$ cat config.mk
export PLATFORM = sky130hd
export DESIGN_NAME = prot_unit
export DESIGN_NICKNAME = d
export VERILOG_FILES = /design/src/rtl/prot_unit.sv
export SDC_FILE = /design/constraint.sdc
export NUM_CORES = 1
export LEC_CHECK = 0
export ABC_AREA = 0
export CORE_ASPECT_RATIO = 1.1
export CORE_MARGIN = 3
export CORE_UTILIZATION = 55
export DETAILED_ROUTE_END_ITERATION = 8
export HOLD_SLACK_MARGIN = 0.12
export MAX_ROUTING_LAYER = met4
export PLACE_DENSITY = 0.91
export RECOVER_POWER = 25
export SETUP_SLACK_MARGIN = 0.5
export SYNTH_ARGS = -nofsm -noshare
export SYNTH_HDL_FRONTEND = slang
export SYNTH_SLANG_ARGS = --single-unit
$ cat constraint.sdc
create_clock -name clk -period 6.39 [get_ports clk]
set_input_delay 0.639 -clock clk [delete_from_list [all_inputs] [get_ports clk]]
set_output_delay 0.639 -clock clk [all_outputs]
set_load 0.02 [all_outputs]
$ cat src/rtl/prot_unit.sv
module prot_unit #(
  parameter int AW   = 16,
  parameter int PCW  = 16,
  parameter int TW   = 16,
  parameter int NIRQ = 4,
  localparam int IW  = (NIRQ > 1) ? $clog2(NIRQ) : 1
) (
  input  logic            clk,
  input  logic            rst_n,
  input  logic            acc_valid,
  input  logic [AW-1:0]   acc_addr,
  input  logic            acc_write,
  input  logic            insn_priv,
  input  logic            insn_io,
  input  logic [PCW-1:0]  pc_in,
  input  logic [NIRQ-1:0] irq_req,
  input  logic            trap_ret,
  input  logic            wr_base,
  input  logic            wr_limit,
  input  logic [AW-1:0]   wr_data,
  input  logic            wr_timer,
  input  logic [TW-1:0]   tmr_data,
  output logic            acc_grant,
  output logic            trap_req,
  output logic [1:0]      trap_cause,
  output logic [IW-1:0]   trap_irq,
  output logic [PCW-1:0]  epc,
  output logic            user_mode,
  output logic            in_service
);

  localparam logic [1:0] C_PRIV = 2'd0;
  localparam logic [1:0] C_BND  = 2'd1;
  localparam logic [1:0] C_TMR  = 2'd2;
  localparam logic [1:0] C_EXT  = 2'd3;

  logic [AW-1:0]   base_q, size_q;
  logic [TW-1:0]   tmr_q;
  logic            tmr_pend;
  logic [NIRQ-1:0] irq_pend;
  logic [IW-1:0]   irq_sel;
  logic [NIRQ-1:0] irq_oh;

  logic [AW:0] upper;
  logic        in_win, cfg_wr, priv_hit, bnd_hit, take_tmr, take_ext, kern;
  logic        tmr_load, tmr_fire;

  assign upper    = {1'b0, base_q} + {1'b0, size_q};
  assign in_win   = (acc_addr >= base_q) && ({1'b0, acc_addr} < upper);
  assign kern     = !user_mode;
  assign cfg_wr   = wr_base | wr_limit | wr_timer;
  assign priv_hit = user_mode && (insn_priv | insn_io | cfg_wr | trap_ret);
  assign bnd_hit  = user_mode && acc_valid && !in_win;
  assign take_tmr = !in_service && tmr_pend && !priv_hit && !bnd_hit;
  assign take_ext = !in_service && (|irq_pend) && !tmr_pend && !priv_hit && !bnd_hit;

  assign acc_grant = acc_valid && (kern || in_win);
  assign trap_req  = priv_hit | bnd_hit | take_tmr | take_ext;
  assign trap_irq  = irq_sel;

  always_comb begin
    if (priv_hit)      trap_cause = C_PRIV;
    else if (bnd_hit)  trap_cause = C_BND;
    else if (take_tmr) trap_cause = C_TMR;
    else               trap_cause = C_EXT;
  end

  always_comb begin
    irq_sel = '0;
    irq_oh  = '0;
    for (int i = NIRQ - 1; i >= 0; i--) begin
      if (irq_pend[i]) begin
        irq_sel   = IW'(i);
        irq_oh    = '0;
        irq_oh[i] = 1'b1;
      end
    end
  end

  assign tmr_load = kern && wr_timer;
  assign tmr_fire = !tmr_load && (tmr_q == TW'(1));

  always_ff @(posedge clk) begin
    if (!rst_n) begin
      base_q <= '0;
      size_q <= '0;
    end else begin
      if (kern && wr_base)  base_q <= wr_data;
      if (kern && wr_limit) size_q <= wr_data;
    end
  end

  always_ff @(posedge clk) begin
    if (!rst_n) begin
      tmr_q    <= '0;
      tmr_pend <= 1'b0;
    end else begin
      if (tmr_load)          tmr_q <= tmr_data;
      else if (tmr_q != '0)  tmr_q <= tmr_q - TW'(1);
      tmr_pend <= (tmr_pend && !take_tmr) || tmr_fire;
    end
  end

  always_ff @(posedge clk) begin
    if (!rst_n) irq_pend <= '0;
    else        irq_pend <= (irq_pend & ~(take_ext ? irq_oh : '0)) | irq_req;
  end

  always_ff @(posedge clk) begin
    if (!rst_n) begin
      user_mode  <= 1'b0;
      in_service <= 1'b0;
      epc        <= '0;
    end else if (trap_req) begin
      user_mode  <= 1'b0;
      in_service <= 1'b1;
      epc        <= pc_in;
    end else if (trap_ret) begin
      user_mode  <= 1'b1;
      in_service <= 1'b0;
    end
  end

  logic unused_ok;
  assign unused_ok = acc_write;

endmodule

==> summary.md <==
• area post-placement: 5440 sq um
• Post-Layout Cell Count: 762
• dominant register cell in the synthesized netlist: sky130_fd_sc_hd__dfxtp_1
• number of global-route vias before repair: 4128
• H-tree lvl count: 3
• number of vias per cell after detailed routing: 5.54
• part of the Yosys area used for sequential elements: 0.323
• number of unique standard cell types used by synthesis: 46
• final design utilization: 0.755
• first-pass GRT wire length: 18.3 mm
• Max IR drop VDD: 0.000209 V
• via count: 4218
• antenna viol nets, final: 0
• path category of the worst min-delay check: flop to flop
• CTS Buffer Depth: 2
• worst path arrival time: 4.87 ns
• Die Ht: 99.7 microns
• worst slew pin tran: 1.21 ns
• total number of yosys warnings: 0
• GRT Total Usage: 0.253
• Synth Register Bits: 71
• tightest slew margin relative to the limit: 0.195
• total power density per cell area: 240 nW/um^2
• layout overhead on the synthesized area: 30.5%
• pin count of the biggest net entering global routing: 42
• CTS tree: yes
• DRC violation count after routing: 0
• Post-synth EDFFs: 0
• portion of the clock cycle consumed by the worst path in the final layout: 0.862
• Crit Path Class: flop to primary output
• HPWL after detailed placement: 8.53 mm
• post-synthesis average cell area: 7.92 sq um
• number of slew-limit violations in the final report: 0
• Critical Path Source Type: flop
• clock sinks: 71
• endpoint required time on the critical path: 5.75 ns
• netlist area before placement: 4390 sq um
• die extent in x: 91.2 microns
• Setup Viol. Count Final: 0
• number of port buffers: 100
• I/O pins: 102
• post-synthesis async set-or-reset flop share: 0
• Post-Route Setup TNS: 0 ns
• violation count after the first detailed-routing iteration: 225
• Max Clock Skew: 0.0148 ns
• ratio of cells with drive above 1 in the final layout: 0.0548
• outcome: complete, no violations
• Routed WL per cell: 14.9 microns
• CTS buffer count: 9
• full die area: 9100 sq um
• final worst setup slack: 0.879 ns
• number of violations of the max-capacitance limit: 0
• type of element capturing the critical path: primary output
• power consumption: 1.37 mW
• Clk pin slew, worst setup/hold paths: 0.07 ns
• shortest clock period the worst path allows after layout: 5.51 ns
• Detailed Route WL: 11.4 mm
• Core ar.: 7600 sq um
• nets in the synthesized netlist: 683
• insertion delay to the later sink of the worst-skew pair: 0.35 ns
• final cell area excluding filler cells: 5740 sq um
• number of antenna violations at the first check in global routing: 0
• worst hold slack after final layout: 0.462 ns
• placed cell count: 739
• unrepaired setup endpoints after global routing: false
• Antenna Diode Count: 0
• CTS Root Cell: sky130_fd_sc_hd__clkbuf_8
• GR Overflow Total: 0
• net count reported at finish: 780
• Starting Density: 0.578
• worst-path maximum fanout: 5
• Cells after Synth: 555
• worst-case setup slack after placement: 0.981 ns
• static leakage: 2.45 nW
• number of core rows: 33
• gpl congestion: 0.855
• hold violation count in the final report: 0
• achievable frequency: 181 MHz
• detailed-routing iteration count for the pre-antenna-repair pass: 5
## state kept, by name, indices dropped and copies added (netlist names)
signal      flops
user_mode       1
base_q         16
in_service      1
size_q         16
tmr_q          16
irq_pend        4
tmr_pend        1
epc            16
## cell usage in the layout (no fill, tap or decap), types with 4 or more instances in the layout
cell	count
sky130_fd_sc_hd__dfxtp_1	71
sky130_fd_sc_hd__ha_1	49
sky130_fd_sc_hd__a21oi_1	66
sky130_fd_sc_hd__buf_4	8
sky130_fd_sc_hd__a21o_1	8
sky130_fd_sc_hd__dlygate4sd3_1	18
sky130_fd_sc_hd__nand2_1	129
sky130_fd_sc_hd__xnor2_1	12
sky130_fd_sc_hd__a211oi_1	14
sky130_fd_sc_hd__nor2_1	33
sky130_fd_sc_hd__clkbuf_8	11
sky130_fd_sc_hd__nor3_1	12
sky130_fd_sc_hd__nand2b_1	4
sky130_fd_sc_hd__xor2_1	10
sky130_fd_sc_hd__o21ai_0	20
sky130_fd_sc_hd__mux2i_1	16
sky130_fd_sc_hd__clkdlybuf4s50_1	80
sky130_fd_sc_hd__nor2b_1	5
sky130_fd_sc_hd__o21bai_1	4
sky130_fd_sc_hd__nor4_1	5
sky130_fd_sc_hd__nand4_1	4
sky130_fd_sc_hd__inv_1	30
## power breakdown
group / leakage [nW] / total [mW] / internal [mW] / switching, mW
Clock: 0.112 / 0.409 / 0.240 / 0.168
Combinational: 1.76 / 0.438 / 0.208 / 0.229
Sequential: 0.587 / 0.528 / 0.489 / 0.0384
Total: 2.45 / 1.37 / 0.938 / 0.436
## cells by family after synthesis
| family | Yosys count | share of synthesized area |
|---|---|---|
| buffers and inverters | 53 | 0.0507 |
| XOR/XNOR | 22 | 0.0438 |
| flip-flops | 71 | 0.323 |
| AND/OR/NAND/NOR | 201 | 0.190 |
| multiplexers | 16 | 0.0364 |
| AO/OA/AOI/OAI | 142 | 0.212 |
| adder cells (fa/ha/maj) | 50 | 0.144 |
## what timing repair did
item	4_1_cts	5_1_grt
setup endpoints to repair	0	2
resized for setup	0	3
buffers inserted	0	7
hold buffers	0	0
## path summary, 6_finish.rpt
check	to	cells after the start	from	slack (ns)
setup / recovery	trap_cause[0]	17	base_q[0]$_SDFFE_PN0P_	0.88
hold / removal	size_q[6]$_SDFFE_PN0P_	2	size_q[6]$_SDFFE_PN0P_	0.46
setup reg to reg	irq_pend[3]$_SDFF_PN0_	16	base_q[0]$_SDFFE_PN0P_	1.54
hold reg to reg	size_q[6]$_SDFFE_PN0P_	2	size_q[6]$_SDFFE_PN0P_	0.46
## synthesized netlist by cell type (3+ instances only)
library cell	count	share of area
sky130_fd_sc_hd__o21bai_1	4	0.0068
sky130_fd_sc_hd__mux2i_1	16	0.036
sky130_fd_sc_hd__dfxtp_1	71	0.32
sky130_fd_sc_hd__nand4_1	4	0.0057
sky130_fd_sc_hd__xnor2_1	12	0.024
sky130_fd_sc_hd__a21oi_1	66	0.075
sky130_fd_sc_hd__o41ai_1	3	0.0060
sky130_fd_sc_hd__a21o_1	8	0.014
sky130_fd_sc_hd__nand3_1	3	0.0034
sky130_fd_sc_hd__nor2b_1	5	0.0071
sky130_fd_sc_hd__o21a_1	3	0.0051
sky130_fd_sc_hd__ha_1	49	0.14
sky130_fd_sc_hd__inv_1	30	0.026
sky130_fd_sc_hd__xor2_1	10	0.020
sky130_fd_sc_hd__a311oi_1	3	0.0060
sky130_fd_sc_hd__nor4_1	5	0.0071
sky130_fd_sc_hd__nor2_1	33	0.028
sky130_fd_sc_hd__nand2b_1	4	0.0057
sky130_fd_sc_hd__nand2_1	129	0.11
sky130_fd_sc_hd__o21ai_0	20	0.023
sky130_fd_sc_hd__nor3_1	12	0.014
sky130_fd_sc_hd__clkbuf_1	20	0.017
sky130_fd_sc_hd__a41oi_1	3	0.0060
sky130_fd_sc_hd__and2_1	3	0.0043
sky130_fd_sc_hd__a211oi_1	14	0.024
## routing by layer
| layer | vias to the layer above | GRT usage | wire length [microns] |
|---|---|---|---|
| met4 | 0 | 0.0777 | 157 |
| li1 | 2121 | - | - |
| met5 | - | - | 0 |
| met2 | 145 | 0.441 | 5890 |
| met3 | 16 | 0.0590 | 584 |
| met1 | 1936 | 0.288 | 4730 |
## cell type report
| type | instances | area (sq um) |
|---|---|---|
| flip-flops and latches | 71 | 1420 |
| fillers | 565 | 1860 |
| well taps | 105 | 131 |
| repair buffers | 109 | 1080 |
| inverters | 30 | 113 |
| multi-input cells | 431 | 2760 |
| clock inverters | 5 | 80.1 |
| clock buffers | 11 | 151 |
## worst max-delay path, stage by stage, from the launching register on
cell,delay [ns]
sky130_fd_sc_hd__dfxtp_1,0.33
sky130_fd_sc_hd__ha_1,0.24
sky130_fd_sc_hd__fa_1,0.43
sky130_fd_sc_hd__a211o_2,0.36
sky130_fd_sc_hd__a2111oi_4,0.35
sky130_fd_sc_hd__o31ai_2,0.15
sky130_fd_sc_hd__a31oi_2,0.29
sky130_fd_sc_hd__o21bai_1,0.13
sky130_fd_sc_hd__xnor2_1,0.13
sky130_fd_sc_hd__ha_1,0.28
sky130_fd_sc_hd__a21oi_1,0.17
sky130_fd_sc_hd__o21ai_0,0.09
sky130_fd_sc_hd__a211oi_1,0.22
sky130_fd_sc_hd__o21ai_0,0.18
sky130_fd_sc_hd__o2111a_2,0.24
sky130_fd_sc_hd__o211ai_1,0.20
sky130_fd_sc_hd__a32oi_1,0.15
sky130_fd_sc_hd__clkdlybuf4s50_1,0.57
Note: power is estimated with default switching activity, not from simulation.
